--- src/rtl/rcr_pkg.sv ---
package rcr_pkg;

   // Decoded view of one bus cycle
   typedef struct packed {
      logic wr_hit;   // claimed write
      logic rd_hit;   // claimed read
      logic trig;     // claimed write with the trigger bit set
   } rcr_cmd_t;

   localparam int unsigned RCR_DEF_ADDR_W  = 16;
   localparam int unsigned RCR_DEF_DATA_W  = 8;
   localparam int unsigned RCR_DEF_TRIG    = 2;
   localparam int unsigned RCR_DEF_KEEP    = 1;
   localparam int unsigned RCR_DEF_PULSE   = 16;

endpackage

--- src/rtl/rcr_decode.sv ---
module rcr_decode
   import rcr_pkg::*;
#(
   parameter int unsigned ADDR_W    = RCR_DEF_ADDR_W,
   parameter logic [ADDR_W-1:0] PORT_ADDR = ADDR_W'(16'hCF9)
) (
   input  logic [ADDR_W-1:0] addr,
   input  logic              wr,
   input  logic              rd,
   input  logic              trig_bit,
   output rcr_cmd_t          cmd
);

   logic match;

   always_comb begin
      match       = (addr == PORT_ADDR);
      cmd.wr_hit  = wr & match;
      cmd.rd_hit  = rd & match;
      cmd.trig    = wr & match & trig_bit;
   end

endmodule

--- src/rtl/rcr_store.sv ---
module rcr_store
   import rcr_pkg::*;
#(
   parameter int unsigned DATA_W = RCR_DEF_DATA_W,
   parameter int unsigned KEEP   = RCR_DEF_KEEP
) (
   input  logic              clk,
   input  logic              rst_n,
   input  rcr_cmd_t          cmd,
   input  logic [DATA_W-1:0] wdata,
   output logic [DATA_W-1:0] stored,
   output logic [DATA_W-1:0] rdata,
   output logic              hit
);

   localparam logic [DATA_W-1:0] KEEP_MASK = DATA_W'(1) << KEEP;

   logic [DATA_W-1:0] stored_q;
   logic [DATA_W-1:0] rdata_q;
   logic              hit_q;

   // Stored byte: only the reset-type bit survives a non-trigger write
   always_ff @(posedge clk or negedge rst_n) begin
      if (!rst_n) begin
         stored_q <= '0;
      end else if (cmd.wr_hit && !cmd.trig) begin
         stored_q <= wdata & KEEP_MASK;
      end
   end

   // Registered read port; value before any same-cycle write
   always_ff @(posedge clk or negedge rst_n) begin
      if (!rst_n) begin
         rdata_q <= '0;
         hit_q   <= 1'b0;
      end else begin
         rdata_q <= cmd.rd_hit ? stored_q : '0;
         hit_q   <= cmd.rd_hit | cmd.wr_hit;
      end
   end

   assign stored = stored_q;
   assign rdata  = rdata_q;
   assign hit    = hit_q;

endmodule

--- src/rtl/rcr_pulse.sv ---
module rcr_pulse #(
   parameter int unsigned PULSE_LEN = rcr_pkg::RCR_DEF_PULSE
) (
   input  logic clk,
   input  logic rst_n,
   input  logic trig,
   output logic req
);

   generate
      if (PULSE_LEN == 1) begin : g_single
         logic req_q;
         always_ff @(posedge clk or negedge rst_n) begin
            if (!rst_n) req_q <= 1'b0;
            else        req_q <= trig & ~req_q;
         end
         assign req = req_q;
      end else begin : g_count
         localparam int unsigned CW = $clog2(PULSE_LEN + 1);
         logic [CW-1:0] cnt_q;
         always_ff @(posedge clk or negedge rst_n) begin
            if (!rst_n) begin
               cnt_q <= '0;
            end else if (cnt_q != '0) begin
               cnt_q <= cnt_q - CW'(1);
            end else if (trig) begin
               cnt_q <= CW'(PULSE_LEN);
            end
         end
         assign req = (cnt_q != '0);
      end
   endgenerate

endmodule

--- src/rtl/rcr_ctl.sv ---
module rcr_ctl
   import rcr_pkg::*;
#(
   parameter int unsigned ADDR_W    = RCR_DEF_ADDR_W,
   parameter int unsigned DATA_W    = RCR_DEF_DATA_W,
   parameter logic [ADDR_W-1:0] PORT_ADDR = ADDR_W'(16'hCF9),
   parameter int unsigned TRIG_BIT  = RCR_DEF_TRIG,
   parameter int unsigned KEEP_BIT  = RCR_DEF_KEEP,
   parameter int unsigned PULSE_LEN = RCR_DEF_PULSE
) (
   input  logic              clk,
   input  logic              rst_n,
   input  logic [ADDR_W-1:0] io_addr,
   input  logic              io_wr,
   input  logic              io_rd,
   input  logic [DATA_W-1:0] io_wdata,
   output logic [DATA_W-1:0] io_rdata,
   output logic              io_hit,
   output logic              sys_reset_req,
   output logic              save_needed
);

   generate
      if (TRIG_BIT >= DATA_W || KEEP_BIT >= DATA_W || TRIG_BIT == KEEP_BIT) begin : g_bad_bits
         initial $error("rcr_ctl: TRIG_BIT/KEEP_BIT out of range or equal");
      end
      if (PULSE_LEN < 1) begin : g_bad_pulse
         initial $error("rcr_ctl: PULSE_LEN must be at least 1");
      end
   endgenerate

   rcr_cmd_t          cmd;
   logic [DATA_W-1:0] stored;

   rcr_decode #(
      .ADDR_W    (ADDR_W),
      .PORT_ADDR (PORT_ADDR)
   ) u_dec (
      .addr     (io_addr),
      .wr       (io_wr),
      .rd       (io_rd),
      .trig_bit (io_wdata[TRIG_BIT]),
      .cmd      (cmd)
   );

   rcr_store #(
      .DATA_W (DATA_W),
      .KEEP   (KEEP_BIT)
   ) u_store (
      .clk    (clk),
      .rst_n  (rst_n),
      .cmd    (cmd),
      .wdata  (io_wdata),
      .stored (stored),
      .rdata  (io_rdata),
      .hit    (io_hit)
   );

   rcr_pulse #(
      .PULSE_LEN (PULSE_LEN)
   ) u_pulse (
      .clk   (clk),
      .rst_n (rst_n),
      .trig  (cmd.trig),
      .req   (sys_reset_req)
   );

   assign save_needed = |stored;

endmodule

--- config.mk ---
export PLATFORM = sky130hd
export DESIGN_NAME = rcr_ctl
export DESIGN_NICKNAME = d
export VERILOG_FILES = /design/src/rtl/rcr_pkg.sv /design/src/rtl/rcr_decode.sv /design/src/rtl/rcr_store.sv /design/src/rtl/rcr_pulse.sv /design/src/rtl/rcr_ctl.sv
export SDC_FILE = /design/constraint.sdc
export NUM_CORES = 1
export LEC_CHECK = 0
export ABC_AREA = 0
export BUFFER_PORTS_ARGS = -buffer_cell sky130_fd_sc_hd__clkbuf_2
export CAP_MARGIN = 25
export CORE_MARGIN = 5
export CORE_UTILIZATION = 33
export DETAILED_ROUTE_END_ITERATION = 8
export PLACE_DENSITY = 0.73
export SYNTH_ARGS = -nofsm -noshare
export SYNTH_HDL_FRONTEND = slang
export SYNTH_SLANG_ARGS = --single-unit
--- constraint.sdc ---
create_clock -name clk -period 1.98 [get_ports clk]
set_clock_uncertainty 0.05 [all_clocks]
set_input_delay 0.594 -clock clk [delete_from_list [all_inputs] [get_ports clk]]
set_output_delay 0.594 -clock clk [all_outputs]
set_load 0.03 [all_outputs]
# == Yosys cells after proc, flatten, opt, wreduce, memory -nomap -nowiden ==
# Cells that the tools add are included.
# totals
reg_bits,9
out_inout_bits,11
inputBits,28
# op_classes
n_bitwise,4
n_eq_ne,1
reduce_logical,4
add_sub_neg,1
n_mux,3
# ops
cell,count
16-bit by 12-bit equality test with 1-bit output (second input constant),1
5-bit 2-to-1 mux,2
5-bit nonzero test,1
5-bit by 1-bit subtractor with 5-bit output (second input constant),1
1-bit AND,3
2-bit 2-to-1 mux,1
2-bit nonzero test,1
1-bit logical AND,1
1-bit zero test,1
1-bit OR,1

# == Logic depth before layout (Yosys ltp) ==
# logic_depth
word_depth,5
mapped_depth,6

# == Modules after synthesis ==
# A second synthesis with hierarchy kept.
# hier_totals
cells_unflattened,57
area_unflattened_um2,588.1
# modules_own_cells
module,cells_per_inst,seq_area_each_um2,n_inst,area_each_um2
rcr_pulse,24,125.1,1,260.2
rcr_store,22,75.1,1,225.2
rcr_decode,8,0.0,1,86.3
rcr_ctl,3,0.0,1,16.3

# == Worst setup path after synthesis ==
# No wires, ideal clock.
# synth_path
path_type,register -> output
start,reg u_pulse.g_count.cnt_q[0]
end,out sys_reset_req
n_path_buf,0
slack_ns,-0.179
stages_incl_launch_ff,6
arrival_ns,1.515
path_cell_list,dfrtp_1 -> inv_1 -> ha_1 -> or3b_2 -> nor2_1 -> inv_1
# synth_between
elab_chain_len,1
# synth_lines
item,line_no,source
start: declaration,rcr_pulse.sv:20,logic [CW-1:0] cnt_q;
start signal: assignment,rcr_pulse.sv:25,cnt_q <= cnt_q - CW'(1);
start signal: assignment,rcr_pulse.sv:27,cnt_q <= CW'(PULSE_LEN);
5-bit nonzero test,rcr_pulse.sv:30,assign req = (cnt_q != '0);
end: declaration,rcr_ctl.sv:19,"output logic sys_reset_req,"
# Every way passes these cells.

# == Worst setup path after layout ==
# layout_path
start,reg u_pulse.g_count.cnt_q[1]
end,out sys_reset_req
# Same word-level chain as after synthesis.

==> impl_summary.log <==
INFO  metric fp.dieH = 47.9 microns
INFO  metric total_power = 0.830 mW
INFO  metric clk_path_buf_depth = 2
INFO  metric end_kind = output port
INFO  metric ctsRootBufferMaster = sky130_fd_sc_hd__clkbuf_4
INFO  metric power_frac_comb = 55.9%
INFO  metric cts.sink_count = 8
INFO  metric wl_per_cell = 12.2 microns
INFO  metric gp_congestion = 0.724
INFO  metric max_stage_delay = 0.39 ns
INFO  metric fillCellCount = 119
INFO  metric timing_max_transition_violations_final = 0
INFO  metric grt_overflow_total = 0
INFO  metric data_required_time_of_the_worst_path = 1.34 ns
INFO  metric post-route-period-util = 109%
INFO  metric num_antenna_cells = 0
INFO  metric worst_hold_class = in -> async
INFO  metric chipWidth = 47.9 microns
INFO  metric post_route_cells_drive_above_1_share = 62.4%
INFO  metric grt_max_degree = 9
INFO  metric critPathMaxFanout = 2
INFO  metric finalSetupTns = -0.184 ns
INFO  metric routed-via-count = 460
INFO  metric synth_top_cell_area_share = 42.2%
INFO  metric tritoncts = done
INFO  metric die_ar = 2290 sq um
INFO  metric drt-vias-per-instance = 4.60
INFO  metric worst_setup_startpoint = u_pulse.g_count.cnt_q[1]
INFO  metric p_switching = 0.282 mW
INFO  metric grt_pass1_wl = 1.82 mm
INFO  metric startpoint_type = register
INFO  metric fmax = 462 MHz
INFO  metric post_synth_top_area_cell = sky130_fd_sc_hd__dfrtp_1
INFO  metric wirelength = 1.22 mm
INFO  metric most_numerous_cell_types_in_the_synthesized_netlist = sky130_fd_sc_hd__dfrtp_1, sky130_fd_sc_hd__buf_4, sky130_fd_sc_hd__inv_1, sky130_fd_sc_hd__nand2_1, sky130_fd_sc_hd__nor2_1
INFO  metric clk-insertion-delay-late = 0.25 ns
INFO  metric grt_use_total = 11.8%
INFO  metric clk_pin_slew = 0.06 ns
INFO  metric yosys_warnings = 0
INFO  metric cp_slowest_cell = sky130_fd_sc_hd__or3b_4
INFO  metric cp.buffers_inverters = 3
INFO  metric worst_r2r_endpoint = u_pulse.g_count.cnt_q[0]
INFO  metric post_synthesis_async_set_or_reset_flop_share = 100%
INFO  metric ys_ff_latch = 8
INFO  metric violations = negative setup slack
INFO  metric vdd.ir_drop.worst = 0.409 mV
INFO  metric setup.worst_path.end = sys_reset_req
INFO  metric report.final.setup_viol = 1
INFO  metric seqPwrFrac = 28.9%
INFO  metric cts_made_buffers = 3
INFO  metric power_report.internal_total = 0.549 mW
INFO  metric cell_with_the_most_instances_after_synthesis = sky130_fd_sc_hd__dfrtp_1
INFO  metric area.growth.synth_to_final = 57.0%
INFO  metric crit_path_frequent_cell = sky130_fd_sc_hd__inv_2
INFO  metric rows = 13
INFO  metric crit_family = simple AND/OR/NAND/NOR gates
INFO  metric dpl.hpwl = 897 microns
INFO  metric maxCapViolations = 0
INFO  metric drt_first_iter_violations = 2
INFO  metric post-route-worst-setup-slack = -0.184 ns
INFO  metric timing.final.crit_period = 2.16 ns
INFO  metric share_clk_of_total_power = 15.1%
INFO  metric vias_in_the_first_global_route = 474
INFO  metric num-nets-final = 116
INFO  metric timing.setup.critical_path_class = reg -> out
INFO  metric synthCells = 45
INFO  metric multi_input_logic_area = 255 sq um
INFO  metric worstPathArrival = 1.52 ns
INFO  metric regArea = 200 sq um
INFO  metric p_leak = 0.410 nW
INFO  metric port-buffer-count = 25
INFO  metric result_of_the_run = finished with violations
INFO  metric switching_share = 33.9%
INFO  metric cts_max_level = 1
INFO  metric cts.hold.buffers_added = 0
INFO  metric unique_cell_type_count_in_the_yosys_netlist = 23
INFO  metric timing.critical_path.depth = 6
INFO  metric grt_antenna_before_repair = 0
INFO  metric floorplan.io_pins = 39
INFO  metric drcViolationCount = 0
INFO  metric finalHoldViolations = 0
INFO  metric grt_setup_unrepaired = true
INFO  metric pd_cells = 1120 nW/um^2
INFO  metric ff2ff_path_depth = 11
INFO  metric r2r_start = u_pulse.g_count.cnt_q[1]
INFO  metric drtAntennaViolNets = 0
INFO  metric yosys-top-cells-area = sky130_fd_sc_hd__dfrtp_1, sky130_fd_sc_hd__buf_4, sky130_fd_sc_hd__or4b_4, sky130_fd_sc_hd__nor4_4, sky130_fd_sc_hd__xnor2_1
INFO  metric regToRegSetupSlack = 0.09 ns
INFO  metric drt_pre_antenna_iters = 4
INFO  metric synth_enable_flop_cells = 0
INFO  metric coreArea = 1330 sq um
INFO  metric synth.cell_area = 474 sq um
INFO  metric initial_utilization = 35.6%
INFO  metric syn-mean-instance-area = 10.5 sq um
INFO  metric final.hold.worst_slack = 0.124 ns
INFO  metric crit_chain = inv_2 > ha_4 > or3b_4 > nor2_4 > inv_2 > buf_8
INFO  metric seq_area_frac_synth = 42.2%
INFO  metric synthFlopType = sky130_fd_sc_hd__dfrtp_1
registers in the layout, summed over array words and instances (netlist names):
name / flops
u_store.stored: 1
u_store.rdata: 1
u_pulse.g_count.cnt_q: 5
u_store.hit: 1
placed cells by master (no fill, tap or decap), types with 2 or more instances in the layout:
cell type,n
sky130_fd_sc_hd__conb_1,7
sky130_fd_sc_hd__nand2_1,3
sky130_fd_sc_hd__or4b_4,2
sky130_fd_sc_hd__xnor2_1,2
sky130_fd_sc_hd__dfrtp_1,8
sky130_fd_sc_hd__buf_4,12
sky130_fd_sc_hd__o21ai_1,2
sky130_fd_sc_hd__clkbuf_4,3
sky130_fd_sc_hd__nor2_1,2
sky130_fd_sc_hd__clkbuf_2,24
sky130_fd_sc_hd__inv_2,3
timing repair:
item,4_1_cts,5_1_grt
gates resized for setup,4,6
buffers inserted,7,2
pin swaps,1,3
endpoints found under the setup margin,1,5
worst reg2reg max path, cell delays in order, from the launching register on:
cell                      delay [ns]
sky130_fd_sc_hd__dfrtp_1        0.38
sky130_fd_sc_hd__inv_2          0.08
sky130_fd_sc_hd__ha_4           0.13
sky130_fd_sc_hd__or3b_4         0.39
sky130_fd_sc_hd__nor2_4         0.10
sky130_fd_sc_hd__buf_4          0.11
sky130_fd_sc_hd__buf_4          0.10
sky130_fd_sc_hd__buf_4          0.09
sky130_fd_sc_hd__buf_4          0.10
sky130_fd_sc_hd__buf_6          0.10
sky130_fd_sc_hd__nand2_1        0.06
sky130_fd_sc_hd__o21ai_1        0.13
area by class of cell:
type                       instances  area share (%)
multi-input combinational         33            34.3
timing repair buffer              38            31.8
sequential                         8            26.9
clock buffer                       3            3.03
tap                               15            2.52
inverter                           3            1.51
power groups by stage:
stage | logic (mW) | clock network [mW] | registers (mW)
after detailed placement | 0.318 | 0 | 0.236
after global placement | 0.307 | 0 | 0.235
after global routing | 0.517 | 0.136 | 0.247
final | 0.465 | 0.126 | 0.240
after CTS | 0.416 | 0.130 | 0.237
after floorplan | 0.189 | 0 | 0.235
kinds of logic after synthesis:
kind of cell | after synthesis | synth area share, %
buf+inv | 10 | 13.5
flops | 8 | 42.2
compound gates | 5 | 6.07
xor+xnor | 2 | 3.69
simple gates | 17 | 28.0
other cells | 1 | 0.791
mux | 1 | 3.17
fa+ha+maj | 1 | 2.64
how the worst min path moves through the flow:
stage | start | endpoint | slack, ns | depth (start not counted)
3_5_place_dp | rst_n | u_pulse.g_count.cnt_q[3] | 0.40 | 1
5_1_grt | rst_n | u_pulse.g_count.cnt_q[3] | 0.13 | 1
4_1_cts | rst_n | u_pulse.g_count.cnt_q[3] | 0.13 | 1
6_report | rst_n | u_pulse.g_count.cnt_q[3] | 0.12 | 1
2_1_floorplan | rst_n | u_pulse.g_count.cnt_q[0] | 0.25 | 0
3_3_place_gp | rst_n | u_pulse.g_count.cnt_q[3] | 0.40 | 1
per-layer routing:
metal | global-route usage (%) | vias to the layer above | routed length, microns
li1 | - | 223 | -
met1 | 13.0 | 206 | 499
met2 | 19.8 | 29 | 590
met3 | 5.26 | 2 | 121
met4 | 4.84 | 0 | 12
met5 | 0 | - | 0
stage by stage:
| stage | area, sq um | utilization, % | std cells | setup WS, ns |
|---|---|---|---|---|
| 2_1_floorplan | 499 | - | 51 | -0.0864 |
| 3_3_place_gp | 643 | 48.2 | 91 | -0.141 |
| 3_5_place_dp | 643 | 48.2 | 91 | -0.165 |
| 4_1_cts | 734 | 55.1 | 101 | -0.234 |
| 5_1_grt | 744 | 55.8 | 100 | -0.257 |
| 6_report | 744 | 55.8 | 100 | -0.184 |
No activity file was read; power rests on OpenSTA's default activity.
